==> src/rtl/adc_mode_seq_pkg.sv <==
package adc_mode_seq_pkg;

    typedef enum logic [2:0] {
        MD_CONT    = 3'b000,
        MD_SINGLE  = 3'b001,
        MD_IDLE    = 3'b010,
        MD_PDOWN   = 3'b011,
        MD_INT_ZS  = 3'b100,
        MD_INT_FS  = 3'b101,
        MD_SYS_ZS  = 3'b110,
        MD_SYS_FS  = 3'b111
    } mode_e;

    typedef enum logic [2:0] {
        ST_PDOWN,
        ST_IDLE,
        ST_SETTLE,
        ST_CONV,
        ST_CAL
    } seq_st_e;

    typedef struct packed {
        logic       fs;
        logic [2:0] chan;
    } cal_req_t;

    localparam logic [2:0] GAIN_MAX = 3'd7;

    function automatic logic [2:0] first_len(input logic chop);
        return chop ? 3'd2 : 3'd1;
    endfunction

    function automatic logic [2:0] cal_len(input mode_e md, input logic chop,
                                           input logic [2:0] gain);
        logic [2:0] n;
        n = first_len(chop);
        if (md == MD_INT_FS && gain != 3'd0)
            n = chop ? 3'd4 : 3'd2;
        return n;
    endfunction

endpackage

==> src/rtl/adc_seq_ctrl.sv <==
module adc_seq_ctrl
    import adc_mode_seq_pkg::*;
#(
    parameter int SETTLE_TICKS = 32
) (
    input  logic       clk,
    input  logic       rst,
    input  logic       mode_wr,
    input  logic [2:0] mode_code,
    input  logic       chop_en,
    input  logic [2:0] gain_code,
    input  logic [2:0] chan_sel,
    input  logic       period_stb,
    input  logic       settle_tick,
    output logic       conv_done,
    output logic       cal_done,
    output logic       start_evt,
    output cal_req_t   req,
    output logic       mod_rst,
    output logic       mod_pwr,
    output logic       cal_err
);
    localparam int SW = $clog2(SETTLE_TICKS + 1);
    localparam logic [SW-1:0] SETTLE_LAST = SW'(SETTLE_TICKS - 1);

    seq_st_e       st;
    logic [2:0]    cnt, tgt;
    logic [SW-1:0] settle_cnt;
    logic          single_f, chop_lat;
    mode_e         md_in;
    logic          refuse, step_end;

    assign md_in    = mode_e'(mode_code);
    assign refuse   = (md_in == MD_INT_FS) && (gain_code == GAIN_MAX);
    assign step_end = period_stb && ((cnt + 3'd1) == tgt);

    assign conv_done = !mode_wr && (st == ST_CONV) && step_end;
    assign cal_done  = !mode_wr && (st == ST_CAL) && step_end;
    assign start_evt = mode_wr && !refuse &&
                       (md_in == MD_CONT || md_in == MD_SINGLE || mode_code[2]);

    assign mod_pwr = (st != ST_PDOWN);
    assign mod_rst = (st == ST_PDOWN) || (st == ST_IDLE) || (st == ST_SETTLE);

    always_ff @(posedge clk) begin
        if (rst) begin
            st         <= ST_CONV;
            cnt        <= '0;
            tgt        <= first_len(chop_en);
            settle_cnt <= '0;
            single_f   <= 1'b0;
            chop_lat   <= chop_en;
            req        <= '0;
            cal_err    <= 1'b0;
        end else if (mode_wr) begin
            cnt        <= '0;
            settle_cnt <= '0;
            chop_lat   <= chop_en;
            cal_err    <= 1'b0;
            single_f   <= 1'b0;
            req        <= '{fs: mode_code[0], chan: chan_sel};
            unique case (md_in)
                MD_CONT: begin
                    st  <= ST_CONV;
                    tgt <= first_len(chop_en);
                end
                MD_SINGLE: begin
                    st       <= ST_SETTLE;
                    single_f <= 1'b1;
                end
                MD_IDLE:  st <= ST_IDLE;
                MD_PDOWN: st <= ST_PDOWN;
                default: begin
                    if (refuse) begin
                        st      <= ST_IDLE;
                        cal_err <= 1'b1;
                    end else begin
                        st  <= ST_CAL;
                        tgt <= cal_len(md_in, chop_en, gain_code);
                    end
                end
            endcase
        end else begin
            unique case (st)
                ST_SETTLE: begin
                    if (settle_tick) begin
                        if (settle_cnt == SETTLE_LAST) begin
                            st  <= ST_CONV;
                            cnt <= '0;
                            tgt <= first_len(chop_lat);
                        end else begin
                            settle_cnt <= settle_cnt + 1'b1;
                        end
                    end
                end
                ST_CONV: begin
                    if (step_end) begin
                        cnt <= '0;
                        tgt <= 3'd1;
                        if (single_f) st <= ST_PDOWN;
                    end else if (period_stb) begin
                        cnt <= cnt + 3'd1;
                    end
                end
                ST_CAL: begin
                    if (step_end) begin
                        st  <= ST_IDLE;
                        cnt <= '0;
                    end else if (period_stb) begin
                        cnt <= cnt + 3'd1;
                    end
                end
                default: ;
            endcase
        end
    end
endmodule

==> src/rtl/adc_seq_coef_wr.sv <==
module adc_seq_coef_wr
    import adc_mode_seq_pkg::*;
#(
    parameter int DW  = 24,
    parameter int NCH = 6
) (
    input  logic          clk,
    input  logic          rst,
    input  logic          cal_done,
    input  cal_req_t      req,
    input  logic [DW-1:0] sample_in,
    output logic [NCH-1:0] off_wr,
    output logic [NCH-1:0] fs_wr,
    output logic [DW-1:0] coef_data
);
    for (genvar k = 0; k < NCH; k++) begin : g_ch
        logic hit;
        assign hit = cal_done && (req.chan == 3'(k));
        always_ff @(posedge clk) begin
            if (rst) begin
                off_wr[k] <= 1'b0;
                fs_wr[k]  <= 1'b0;
            end else begin
                off_wr[k] <= hit && !req.fs;
                fs_wr[k]  <= hit && req.fs;
            end
        end
    end

    always_ff @(posedge clk) begin
        if (rst)           coef_data <= '0;
        else if (cal_done) coef_data <= sample_in;
    end
endmodule

==> src/rtl/adc_seq_datareg.sv <==
module adc_seq_datareg #(
    parameter int DW = 24
) (
    input  logic          clk,
    input  logic          rst,
    input  logic          conv_done,
    input  logic          cal_done,
    input  logic          start_evt,
    input  logic          data_rd,
    input  logic [DW-1:0] sample_in,
    output logic          rdy_n,
    output logic [DW-1:0] data_out
);
    always_ff @(posedge clk) begin
        if (rst) begin
            rdy_n    <= 1'b1;
            data_out <= '0;
        end else if (conv_done) begin
            rdy_n    <= 1'b0;
            data_out <= sample_in;
        end else if (cal_done) begin
            rdy_n <= 1'b0;
        end else if (start_evt || data_rd) begin
            rdy_n <= 1'b1;
        end
    end
endmodule

==> src/rtl/adc_mode_seq.sv <==
module adc_mode_seq
    import adc_mode_seq_pkg::*;
#(
    parameter int DW           = 24,
    parameter int NCH          = 6,
    parameter int SETTLE_TICKS = 32
) (
    input  logic           clk,
    input  logic           rst,
    input  logic           mode_wr,
    input  logic [2:0]     mode_code,
    input  logic           chop_en,
    input  logic [2:0]     gain_code,
    input  logic [2:0]     chan_sel,
    input  logic           period_stb,
    input  logic           settle_tick,
    input  logic [DW-1:0]  sample_in,
    input  logic           data_rd,
    output logic           rdy_n,
    output logic           mod_rst,
    output logic           mod_pwr,
    output logic [DW-1:0]  data_out,
    output logic [NCH-1:0] off_wr,
    output logic [NCH-1:0] fs_wr,
    output logic [DW-1:0]  coef_data,
    output logic           cal_err
);
    logic     conv_done, cal_done, start_evt;
    cal_req_t req;

    adc_seq_ctrl #(.SETTLE_TICKS(SETTLE_TICKS)) u_ctrl (
        .clk(clk), .rst(rst), .mode_wr(mode_wr), .mode_code(mode_code),
        .chop_en(chop_en), .gain_code(gain_code), .chan_sel(chan_sel),
        .period_stb(period_stb), .settle_tick(settle_tick),
        .conv_done(conv_done), .cal_done(cal_done), .start_evt(start_evt),
        .req(req), .mod_rst(mod_rst), .mod_pwr(mod_pwr), .cal_err(cal_err)
    );

    adc_seq_coef_wr #(.DW(DW), .NCH(NCH)) u_coef (
        .clk(clk), .rst(rst), .cal_done(cal_done), .req(req),
        .sample_in(sample_in), .off_wr(off_wr), .fs_wr(fs_wr),
        .coef_data(coef_data)
    );

    adc_seq_datareg #(.DW(DW)) u_data (
        .clk(clk), .rst(rst), .conv_done(conv_done), .cal_done(cal_done),
        .start_evt(start_evt), .data_rd(data_rd), .sample_in(sample_in),
        .rdy_n(rdy_n), .data_out(data_out)
    );
endmodule

==> config.mk <==
export PLATFORM = sky130hd
export DESIGN_NAME = adc_mode_seq
export DESIGN_NICKNAME = d
export VERILOG_FILES = /design/src/rtl/adc_mode_seq_pkg.sv /design/src/rtl/adc_seq_ctrl.sv /design/src/rtl/adc_seq_coef_wr.sv /design/src/rtl/adc_seq_datareg.sv /design/src/rtl/adc_mode_seq.sv
export SDC_FILE = /design/constraint.sdc
export NUM_CORES = 1
export LEC_CHECK = 0
export ABC_AREA = 1
export ABC_CLOCK_PERIOD_IN_PS = 2080
export BUFFER_PORTS_ARGS = -buffer_cell sky130_fd_sc_hd__clkbuf_2
export CORE_MARGIN = 10
export CORE_UTILIZATION = 52
export DETAILED_ROUTE_END_ITERATION = 10
export GPL_ROUTABILITY_DRIVEN = 0
export PLACE_DENSITY = 0.8
export RECOVER_POWER = 50
export SLEW_MARGIN = 40
export SYNTH_ARGS = -nofsm -noshare
export SYNTH_HDL_FRONTEND = slang
export SYNTH_SLANG_ARGS = --single-unit
==> constraint.sdc <==
create_clock -name clk -period 2.08 [get_ports clk]
set_input_delay 0.416 -clock clk [delete_from_list [all_inputs] [get_ports clk]]
set_output_delay 0.416 -clock clk [all_outputs]
set_load 0.05 [all_outputs]
==> results of run 1 <==
==> stage by stage <==
step	hold slack, ns	utilization	setup slack (ns)
after global placement	0.4501	0.6093	0.2621
final	0.2779	0.6233	0.1794
after floorplan	0.4491	-	0.2992
after global routing	0.2875	0.6233	0.06223
after detailed placement	0.4540	0.6093	0.1610
after CTS	0.2584	0.6361	0.1589
==> per-layer routing <==
| metal | routed length (um) | vias to the layer above | GRT usage | share of wire |
|---|---|---|---|---|
| li1 | - | 1672 | - | - |
| met3 | 637 | 15 | 0.04893 | 0.069 |
| met5 | 0 | - | 0 | 0 |
| met4 | 174 | 0 | 0.07701 | 0.019 |
| met2 | 4491 | 108 | 0.2730 | 0.49 |
| met1 | 3879 | 1546 | 0.2030 | 0.42 |
==> report_power, final <==
group          leakage (nW)  total (W)  internal (W)  switching, W
Combinational         0.824    0.00132      0.000389      0.000930
Sequential            0.680    0.00180       0.00171     0.0000889
Clock                0.0941    0.00112      0.000553      0.000572
Total                  1.60    0.00424       0.00265       0.00159
==> tightest hold or removal path: stages <==
cell and delay, ns:
clkbuf_2 0.08, nand2_1 0.04, o21ai_0 0.06
==> registers in the layout, summed over array words and instances, names as in the netlist, 3 cells and up <==
name	count
u_coef.coef_data	24
u_coef.fs_wr	6
u_coef.off_wr	6
u_ctrl.cnt	3
u_ctrl.req	4
u_ctrl.settle_cnt	6
u_ctrl.st	3
u_ctrl.tgt	3
u_data.data_out	24
==> worst min-delay path by stage <==
stage                                             end  slack [ns]  cells after the start
finish                     u_ctrl.req[0]$_SDFFE_PP0P_        0.28                      3
global route               u_ctrl.req[0]$_SDFFE_PP0P_        0.29                      3
CTS                         u_ctrl.chop_lat$_DFFE_PN_        0.26                      1
detailed placement  u_coef.coef_data[21]$_SDFFE_PP0P_        0.45                      2
global placement      u_data.data_out[0]$_SDFFE_PP0P_        0.45                      2
floorplan                u_ctrl.single_f$_SDFFE_PP0P_        0.45                      2
==> repair_timing <==
action                                  in CTS  in global routing
endpoints found under the setup margin       0                  2
gates resized for setup                      0                  1
setup buffers                                0                  0
==> final cells by class <==
class                           instances  area share
Multi-Input combinational cell        305      0.3806
Clock inverter                          4     0.01188
Sequential cell                        83      0.4040
Clock buffer                           11     0.03119
Inverter                               31     0.02941
Timing Repair Buffer                  110      0.1191
Tap cell                               80     0.02377
==> placed cells by master (no fill, tap or decap), drive strengths merged <==
master,count
nand3,37
a22oi,1
nand4,32
nor2,41
nand3b,1
a21oi,57
a21boi,1
clkinv,1
o31ai,1
nor3,2
inv,33
dfxtp,79
edfxtp,4
buf,6
xnor2,1
o21bai,1
clkbuf,115
o21ai,20
nand2,106
ha,4
bufinv,1
==> cell usage after synthesis, types with 4 or more instances <==
| cell type | instances | area share |
|---|---|---|
| nor2_1 | 37 | 0.039 |
| buf_2 | 4 | 0.0056 |
| inv_2 | 4 | 0.0042 |
| nand3_1 | 24 | 0.033 |
| o21ai_0 | 18 | 0.025 |
| nand2_1 | 101 | 0.11 |
| nand3_2 | 11 | 0.031 |
| buf_4 | 9 | 0.019 |
| clkbuf_1 | 8 | 0.0084 |
| ha_1 | 4 | 0.014 |
| a21oi_1 | 47 | 0.065 |
| nand4_1 | 32 | 0.056 |
| a21oi_2 | 10 | 0.024 |
| edfxtp_1 | 4 | 0.033 |
| inv_1 | 26 | 0.027 |
| dfxtp_1 | 79 | 0.44 |
==> kinds of logic after synthesis <==
logic type,count (synthesis),share of synthesized area
AND/OR/NAND/NOR,219,0.3057
buffers and inverters,54,0.07834
flip-flops,83,0.4735
XOR/XNOR,1,0.002438
AO/OA/AOI/OAI,81,0.1260
adder cells (fa/ha/maj),4,0.01393
==> metrics.md, run 1 <==
| Metric | Value |
|---|---|
| Post-synthesis cell area | `0.003593 mm^2` |
| I/O pin count | `104` |
| Critical Path Fanout Max | `26` |
| Slew Limit Fails | `0` |
| Final total power | `0.004240 W` |
| Final period utilization | `0.9137` |
| Hold Path Class | `in2reg` |
| Synthesized Nets | `486` |
| N_diodes | `0` |
| Critical path origin | `u_ctrl.cnt[0]$_SDFFE_PN0P_` |
| Final instance area | `0.004212 mm^2` |
| Setup violators final | `0` |
| Multi-input gate area | `0.001603 mm^2` |
| Max-cap violations | `0` |
| R2r setup slk | `0.18 ns` |
| CTS Buffer Depth | `2` |
| First-pass GRT wire length | `14370 um` |
| Cts hold-fix bufs | `0` |
| Nets | `584` |
| Area growth syn-to-layout | `17.20%` |
| Max IR drop VDD | `0.0006426 V` |
| Cell Rows | `30` |
| Clock skew | `0.01158 ns` |
| Least-Margin Pin Slew | `0.6440 ns` |
| Via density | `5.354` |
| FF+latch area | `0.001702 mm^2` |
| Worst hold start | `chan_sel[0]` |
| Port bufs | `103` |
| Startpoint Class | `flop` |
| Number of H-tree levels | `3` |
| DR WL/cell | `14.72 um` |
| Antenna violations before repair | `0` |
| TritonCTS clock tree | `yes` |
| Starting DRT DRC Count | `131` |
| Filler Cell Count | `624` |
| Drc violations | `0` |
| Non-filler cells, final | `624` |
| Top FF cell, synth | `dfxtp_1` |
| Worst path depth | `9` |
| Seq/Total Area, Yosys | `0.4735` |
| Drt total wl | `9183 um` |
| HPWL after detailed placement | `6825 um` |
| FF-to-FF Start | `u_ctrl.cnt[0]$_SDFFE_PN0P_` |
| Required time worst endpoint | `2.10 ns` |
| Unique masters post-synth | `32` |
| Die area | `0.01064 mm^2` |
| RSZ-0062 raised after global routing | `no` |
| Top delay family on crit path | `simple AND/OR/NAND/NOR gates` |
| Fmax | `526.2 MHz` |
| Largest net degree at the start of global routing | `49` |
| Power per cell area | `1007 mW/mm^2` |
| Drt pass-1 iters | `5` |
| Status | `finished clean` |
| Placed Area | `0.004116 mm^2` |
| Sum Neg Setup Slack | `0 ns` |
| Post-synth EDFFs | `4` |
| Gr usage total | `0.1690` |
| Clock transition at path regs | `0.08 ns` |
| Critical path start-end classification | `reg2reg` |
| Skew-Pair Late Insertion Delay | `0.35 ns` |
| Grt ovf | `0` |
| Number of global-route vias before repair | `3093` |
| Vias post-DR | `3341` |
| CP Cell Sequence | `ha_1 > inv_1 > nand2_1 > nand3_1 > nor2_2 > nand2_4 > inv_8 > o21bai_1 > a21oi_1` |
| Reg2Reg Depth | `9` |
| Yosys warns | `0` |
| Die height | `103.1 um` |
| CP Buf/Inv Count | `2` |
| Critical R2R Capture | `u_ctrl.tgt[2]$_SDFFCE_PP0P_` |
| Relative slew slack | `0.5725` |
| Avg Synthesized Cell Area | `8.130 um^2` |
| Synth Register Bits | `83` |
| Fraction of registers with async set/reset | `0` |
| Crit path DAT | `1.92 ns` |
| Starting density of the core | `0.5319` |
| Syn Inst Count | `442` |
| CP peak stage delay | `0.35 ns` |
| Leakage power | `1.599 nW` |
| CP max stage cell | `dfxtp_1` |
| Clock Tree Root | `clkbuf_8` |
| Core area | `0.006756 mm^2` |
| Final Hold Viols | `0` |
| Num Clock Sinks | `83` |
| Final ANT Viol Nets | `0` |
| Placed Cells | `609` |
| CTS Buf Count | `9` |
| Capture point of the critical path | `u_ctrl.tgt[2]$_SDFFCE_PP0P_` |
| Tmin final | `1.901 ns` |
| Die Wd | `103.1 um` |
| CP Capture Type | `flop` |
| Layout cells sized above 1 | `0.1746` |
No activity file was read; power rests on OpenSTA's default activity.
==> run 2: changes to the inputs <==
Settings changed: CORE_ASPECT_RATIO set to 0.5.
==> run 2 against run 1 <==
Via count down 0.78%. Critical path type unchanged. Critical endpoint is now u_coef.coef_data[18]$_SDFFE_PP0P_. Maximum frequency up 1.4%. Sequential cell count unchanged.
==> metrics.md, run 2 (same netlist as run 1, synthesis figures left out) <==
| Metric | Value |
|---|---|
| FF-to-FF Start | `u_ctrl.cnt[0]$_SDFFE_PN0P_ (unchanged)` |
| Drt total wl | `9203 um (was 9183 um)` |
| Port bufs | `103 (unchanged)` |
| Area growth syn-to-layout | `21.76% (was 17.20%)` |
| Placed Cells | `623 (was 609)` |
| HPWL after detailed placement | `6585 um (was 6825 um)` |
| Num Clock Sinks | `83 (unchanged)` |
| Hold depth | `3 (unchanged)` |
| Leakage power | `1.667 nW (was 1.599 nW)` |
| Gate power share | `0.277 (was 0.311)` |
| Starting density of the core | `0.5363 (was 0.5319)` |
| Nets | `586 (was 584)` |
| TritonCTS clock tree | `yes (unchanged)` |
| FF+latch area | `0.001702 mm^2 (unchanged)` |
| Internal power | `0.003165 W (was 0.002650 W)` |
| Required time worst endpoint | `2.34 ns (was 2.10 ns)` |
| Cts hold-fix bufs | `0 (unchanged)` |
| Starting DRT DRC Count | `338 (was 131)` |
| Critical path start-end classification | `reg2reg (unchanged)` |
| Via density | `5.196 (was 5.354)` |
| Setup violators final | `0 (unchanged)` |
| Skew-Pair Late Insertion Delay | `0.34 ns (was 0.35 ns)` |
| Clock Tree Root | `clkbuf_16 (was clkbuf_8)` |
| Hold Path Class | `in2reg (unchanged)` |
| First-pass GRT wire length | `15350 um (was 14370 um)` |
| Cell Rows | `21 (was 30)` |
| N_diodes | `0 (unchanged)` |
| Critical Path Fanout Max | `21 (was 26)` |
| Relative slew slack | `0.5766 (was 0.5725)` |
| Vias post-DR | `3315 (was 3341)` |
| Crit path DAT | `2.13 ns (was 1.92 ns)` |
| Grt ovf | `0 (unchanged)` |
| Die area | `0.01084 mm^2 (was 0.01064 mm^2)` |
| CP Cell Sequence | `ha_1 > inv_1 > nand2_1 > nand3_1 > nor2_2 > nand2_4 > inv_8 > buf_4 > nand4_1 > a21oi_1 (was ha_1 > inv_1 > nand2_1 > nand3_1 > nor2_2 > nand2_4 > inv_8 > o21bai_1 > a21oi_1)` |
| CP peak stage delay | `0.35 ns (about the same)` |
| Number of global-route vias before repair | `3168 (was 3093)` |
| Reg2Reg Depth | `10 (was 9)` |
| Layout cells sized above 1 | `0.1777 (was 0.1746)` |
| Most frequent cells in the layout | `nand2_1, dfxtp_1, clkbuf_1 (unchanged)` |
| Die Wd | `137.6 um (was 103.1 um)` |
| CTS Buf Count | `9 (unchanged)` |
| Non-filler cells, final | `638 (was 624)` |
| DR WL/cell | `14.42 um (was 14.72 um)` |
| R2r setup slk | `0.21 ns (was 0.18 ns)` |
| Final ANT Viol Nets | `0 (unchanged)` |
| Gr usage total | `0.1731 (was 0.1690)` |
| Antenna violations before repair | `0 (unchanged)` |
| CP Capture Type | `flop (unchanged)` |
| Sequential power share | `0.373 (was 0.424)` |
| RSZ-0062 raised after global routing | `no (unchanged)` |
| Clock share of power | `0.350 (was 0.265)` |
| Startpoint Class | `flop (unchanged)` |
| Core area | `0.006700 mm^2 (was 0.006756 mm^2)` |
| Final total power | `0.004814 W (was 0.004240 W)` |
| Buffer count from post-CTS setup fixing | `0 (unchanged)` |
| Max-cap violations | `0 (unchanged)` |
| CTS Buffer Depth | `2 (unchanged)` |
| Final instance area | `0.004375 mm^2 (was 0.004212 mm^2)` |
| Clock skew | `0.007100 ns (was 0.01158 ns)` |
| Top flop regs | `u_coef.coef_data x24, u_data.data_out x24 (unchanged)` |
| Final period utilization | `0.9011 (was 0.9137)` |
| Place WS | `0.2445 ns (was 0.1610 ns)` |
| NetSw | `0.001650 W (was 0.001590 W)` |
| Sum Neg Setup Slack | `0 ns (unchanged)` |
| Filler Cell Count | `613 (was 624)` |
| Worst hold start | `chan_sel[0] (unchanged)` |
| Post-CTS sizing | `0 (unchanged)` |
| Final Hold Viols | `0 (unchanged)` |
| Final worst slack | `0.2057 ns (was 0.1794 ns)` |
| Fmax | `533.5 MHz (was 526.2 MHz)` |
| Drt pass-1 iters | `8 (was 5)` |
| I/O pin count | `104 (unchanged)` |
| Status | `finished clean (unchanged)` |
| CP max stage cell | `dfxtp_1 (unchanged)` |
| Slew Limit Fails | `0 (unchanged)` |
| Power per cell area | `1100 mW/mm^2 (was 1007 mW/mm^2)` |
| Hold Path Sink | `u_ctrl.req[0]$_SDFFE_PP0P_ (unchanged)` |
| Tmin final | `1.874 ns (was 1.901 ns)` |
| Largest net degree at the start of global routing | `49 (unchanged)` |
| Number of H-tree levels | `3 (unchanged)` |
| Least-Margin Pin Slew | `0.6378 ns (was 0.6440 ns)` |
| Critical R2R Capture | `u_coef.coef_data[18]$_SDFFE_PP0P_ (was u_ctrl.tgt[2]$_SDFFCE_PP0P_)` |
| Sw frac | `0.3427 (was 0.3751)` |
| Clock transition at path regs | `0.06 ns (was 0.08 ns)` |
| Commonest non-fill, non-tap cell in the layout | `nand2_1 (unchanged)` |
| Top delay family on crit path | `simple AND/OR/NAND/NOR gates (unchanged)` |
| Max IR drop VDD | `0.0004484 V (was 0.0006426 V)` |
| Die height | `78.78 um (was 103.1 um)` |
| CP Buf/Inv Count | `3 (was 2)` |
| Multi-input gate area | `0.001603 mm^2 (unchanged)` |
| Placed Area | `0.004146 mm^2 (was 0.004116 mm^2)` |
| Drc violations | `0 (unchanged)` |
==> run 2: per-layer routing <==
layer  GRT usage  wire [um]
met2      0.2931       4600
met5           0          0
met3     0.06595        538
met1      0.2004       3964
met4     0.05021         99
==> run 2: how the worst max path moves through the flow <==
stage	from	to	slack (ns)	cells after the start
after floorplan	u_ctrl.cnt[0]$_SDFFE_PN0P_	u_ctrl.tgt[0]$_DFFE_PP_	0.30	10
after global placement	u_ctrl.cnt[0]$_SDFFE_PN0P_	u_ctrl.tgt[2]$_SDFFCE_PP0P_	0.34	9
after detailed placement	u_ctrl.cnt[0]$_SDFFE_PN0P_	u_ctrl.tgt[1]$_DFFE_PP_	0.24	9
after CTS	u_ctrl.cnt[0]$_SDFFE_PN0P_	u_coef.coef_data[18]$_SDFFE_PP0P_	0.21	10
after global routing	u_ctrl.cnt[0]$_SDFFE_PN0P_	u_coef.coef_data[18]$_SDFFE_PP0P_	0.04	10
final	u_ctrl.cnt[0]$_SDFFE_PN0P_	u_coef.coef_data[18]$_SDFFE_PP0P_	0.21	10
==> run 2: area by class of cell <==
class / count / area share
inverter: 31 / 0.02831
tap: 92 / 0.02631
clock buffer: 12 / 0.06348
multi-input combinational: 305 / 0.3663
clock inverter: 3 / 0.01001
sequential: 83 / 0.3889
timing repair buffer: 112 / 0.1167
==> run 2: power by group through the flow <==
stage | clock network (W) | registers, W | logic [W]
floorplan | 0 | 0.00192 | 0.00101
global placement | 0 | 0.00183 | 0.00133
detailed placement | 0 | 0.00183 | 0.00135
CTS | 0.00171 | 0.00179 | 0.00135
global route | 0.00177 | 0.00181 | 0.00148
finish | 0.00169 | 0.00179 | 0.00133
==> run 2: worst register-to-register path: cells and delay by family (launching register included) <==
| family | cells | cell delay, ns |
|---|---|---|
| flip-flops | 1 | 0.35 |
| buffers and inverters | 3 | 0.43 |
| AND/OR/NAND/NOR | 5 | 0.51 |
| AO/OA/AOI/OAI | 1 | 0.20 |
| adder cells (fa/ha/maj) | 1 | 0.30 |
==> run 2: per-stage QoR <==
| stage | util | hold WS, ns |
|---|---|---|
| after global placement | 0.6189 | 0.4495 |
| final | 0.6530 | 0.2849 |
| after CTS | 0.6669 | 0.2726 |
| after global routing | 0.6530 | 0.3064 |
| after detailed placement | 0.6189 | 0.4527 |
| after floorplan | - | 0.4491 |
==> run 3: changes to the inputs <==
Settings changed: CORE_UTILIZATION 52 to 29, PLACE_DENSITY 0.8 to 0.54.
==> run 3 against run 2 <==
Cell count is 12% higher. Die area rose by 62%. Critical path depth fell by 1. Clock power rose by 30%. Combinational power hardly changed. Register-to-register slack is essentially flat. Via count decreased by 2.0%. Routed wire length is 13% higher. First-iteration DRC count decreased by 54%. Count of clock-buffer cells in the layout fell by 3. Worst setup slack got worse by 0.0040 ns. Critical endpoint is now u_ctrl.tgt[2]$_SDFFCE_PP0P_. Largest power group is now clock. Highest routed layer unchanged.
==> metrics.md, run 3 (same netlist as run 1, synthesis figures left out) <==
| Metric | Value |
|---|---|
| Via density | `4.565 (was 5.196)` |
| CP Capture Type | `flop (unchanged)` |
| Clock share of power | `0.410 (was 0.350)` |
| Sequential power share | `0.336 (was 0.373)` |
| Most used cell, CP | `nand2_1` |
| Nets | `586 (unchanged)` |
| Internal power | `0.003649 W (was 0.003165 W)` |
| RSZ-0062 raised after global routing | `no (unchanged)` |
| Clock Tree Root | `clkbuf_16 (unchanged)` |
| Vias post-DR | `3250 (was 3315)` |
| Fmax | `532.4 MHz (was 533.5 MHz)` |
| Starting DRT DRC Count | `157 (was 338)` |
| Die area | `0.01751 mm^2 (was 0.01084 mm^2)` |
| DR WL/cell | `14.57 um (was 14.42 um)` |
| Startpoint Class | `flop (unchanged)` |
| Leakage power | `1.703 nW (was 1.667 nW)` |
| Critical path origin | `u_ctrl.cnt[0]$_SDFFE_PN0P_ (unchanged)` |
| CTS Buffer Depth | `2 (unchanged)` |
| Port bufs | `103 (unchanged)` |
| CP Cell Sequence | `ha_1 > inv_1 > nand2_1 > nand3_1 > nand2_1 > nand2_4 > inv_8 > o21bai_1 > a21oi_1 (was ha_1 > inv_1 > nand2_1 > nand3_1 > nor2_2 > nand2_4 > inv_8 > buf_4 > nand4_1 > a21oi_1)` |
| N_diodes | `0 (unchanged)` |
| Most frequent cells in the layout | `nand2_1, dfxtp_1, clkbuf_1 (unchanged)` |
| Fin Hold WS | `0.2850 ns (was 0.2849 ns)` |
| I/O pin count | `104 (unchanged)` |
| Top delay family on crit path | `simple AND/OR/NAND/NOR gates (unchanged)` |
| Number of H-tree levels | `3 (unchanged)` |
| Required time worst endpoint | `2.09 ns (was 2.34 ns)` |
| Num Clock Sinks | `83 (unchanged)` |
| Max-cap violations | `0 (unchanged)` |
| Setup violators final | `0 (unchanged)` |
| Number of global-route vias before repair | `3221 (was 3168)` |
| Starting density of the core | `0.3008 (was 0.5363)` |
| Final total power | `0.005348 W (was 0.004814 W)` |
| Top flop regs | `u_coef.coef_data x24, u_data.data_out x24 (unchanged)` |
| Clock transition at path regs | `0.06 ns (about the same)` |
| Die height | `98.71 um (was 78.78 um)` |
| HPWL after detailed placement | `7565 um (was 6585 um)` |
| Commonest non-fill, non-tap cell in the layout | `nand2_1 (unchanged)` |
| Core area | `0.01195 mm^2 (was 0.006700 mm^2)` |
| Hold Path Class | `in2reg (unchanged)` |
| Final Hold Viols | `0 (unchanged)` |
| Cts hold-fix bufs | `0 (unchanged)` |
| Relative slew slack | `0.5713 (was 0.5766)` |
| Drt total wl | `10380 um (was 9203 um)` |
| CP peak stage delay | `0.38 ns (was 0.35 ns)` |
| Largest net degree at the start of global routing | `49 (unchanged)` |
| GR met3 Demand/Resource | `0.03275 (was 0.06595)` |
| Final Util | `0.3815 (was 0.6530)` |
| Gate power share | `0.254 (was 0.277)` |
| Critical Path Fanout Max | `17 (was 21)` |
| Die Wd | `177.4 um (was 137.6 um)` |
| Clock skew | `0.003685 ns (was 0.007100 ns)` |
| Power per cell area | `1173 mW/mm^2 (was 1100 mW/mm^2)` |
| Skew-Pair Late Insertion Delay | `0.34 ns (about the same)` |
| Antenna violations before repair | `0 (unchanged)` |
| Area growth syn-to-layout | `26.85% (was 21.76%)` |
| Layout cells sized above 1 | `0.1792 (was 0.1777)` |
| Drt pass-1 iters | `4 (was 8)` |
| Slew Limit Fails | `0 (unchanged)` |
| Cell Rows | `28 (was 21)` |
| Sw frac | `0.3176 (was 0.3427)` |
| Max IR drop VDD | `0.0005260 V (was 0.0004484 V)` |
| Drc violations | `0 (unchanged)` |
| FF-to-FF Start | `u_ctrl.cnt[0]$_SDFFE_PN0P_ (unchanged)` |
| Buffer count from post-CTS setup fixing | `0 (unchanged)` |
| Global route hottest layer | `met2 (unchanged)` |
| Worst hold start | `chan_sel[1] (was chan_sel[0])` |
| Tmin final | `1.878 ns (was 1.874 ns)` |
| R2r setup slk | `0.20 ns (was 0.21 ns)` |
| Filler Cell Count | `1252 (was 613)` |
| TritonCTS clock tree | `yes (unchanged)` |
| Status | `finished clean (unchanged)` |
| Crit path DAT | `1.89 ns (was 2.13 ns)` |
| CTS Buf Count | `9 (unchanged)` |
| Placed Cells | `696 (was 623)` |
| CP Buf/Inv Count | `2 (was 3)` |
| First-pass GRT wire length | `16790 um (was 15350 um)` |
| CP max stage cell | `dfxtp_1 (unchanged)` |
| NetSw | `0.001698 W (was 0.001650 W)` |
| Critical path start-end classification | `reg2reg (unchanged)` |
| Grt ovf | `0 (unchanged)` |
| Gr usage total | `0.1188 (was 0.1731)` |
| Least-Margin Pin Slew | `0.6457 ns (was 0.6378 ns)` |
| Sum Neg Setup Slack | `0 ns (unchanged)` |
| Grt met1 use | `0.1414 (was 0.2004)` |
| Final period utilization | `0.9030 (was 0.9011)` |
| Post-CTS sizing | `0 (unchanged)` |
| Final ANT Viol Nets | `0 (unchanged)` |
| Non-filler cells, final | `712 (was 638)` |
| Global Route met2 Usage | `0.2029 (was 0.2931)` |
run 3: cell types whose count changed in the layout (fill, tap and decap cells not counted):
cell / change
bufinv_16: +5
clkbuf_8: -2
clkbuf_16: -1
clkinv_2: -1
clkinv_4: -1
clkinvlp_4: +1
run 3: cell type report:
| type | count | area [um^2] | area share |
|---|---|---|---|
| Clock buffer | 9 | 225.2 | 0.04941 |
| Clock inverter | 7 | 187.7 | 0.04117 |
| Inverter | 31 | 123.9 | 0.02718 |
| Multi-Input combinational cell | 305 | 1603 | 0.3516 |
| Sequential cell | 83 | 1702 | 0.3733 |
| Tap cell | 165 | 206.4 | 0.04529 |
| Timing Repair Buffer | 112 | 510.5 | 0.1120 |
run 3: path summary, 6_finish.rpt:
path                                                        end  depth (start not counted)
worst max register to register      u_ctrl.tgt[2]$_SDFFCE_PP0P_                          9
worst min register to register  u_data.data_out[0]$_SDFFE_PP0P_                          2
worst max-delay path                u_ctrl.tgt[2]$_SDFFCE_PP0P_                          9
worst min-delay path                 u_ctrl.req[1]$_SDFFE_PP0P_                          3
run 3: stage by stage:
| stage | setup slack, ns | instance area (um^2) |
|---|---|---|
| after CTS | 0.2270 | 4651 |
| after global routing | 0.04424 | 4558 |
| after global placement | 0.2290 | 4238 |
| after floorplan | 0.2992 | 3593 |
| final | 0.2017 | 4558 |
| after detailed placement | 0.2322 | 4238 |
run 3: power by group through the flow:
stage	registers [W]	logic, W	clock network [W]
after floorplan	0.00192	0.00101	0
after global placement	0.00183	0.00138	0
after detailed placement	0.00183	0.00138	0
after CTS	0.00180	0.00139	0.00223
after global routing	0.00181	0.00153	0.00230
final	0.00180	0.00136	0.00219
run 3: layer usage:
layer / up-vias / share of wire
met1: 1502 / 0.46
met4: 0 / 0.013
met5: - / 0
met3: 7 / 0.034
li1: 1689 / -
met2: 52 / 0.49
run 3: worst min-delay path, cell delays in order:
cell	delay, ns
clkbuf_2	0.08
nand2_1	0.04
o21ai_0	0.05
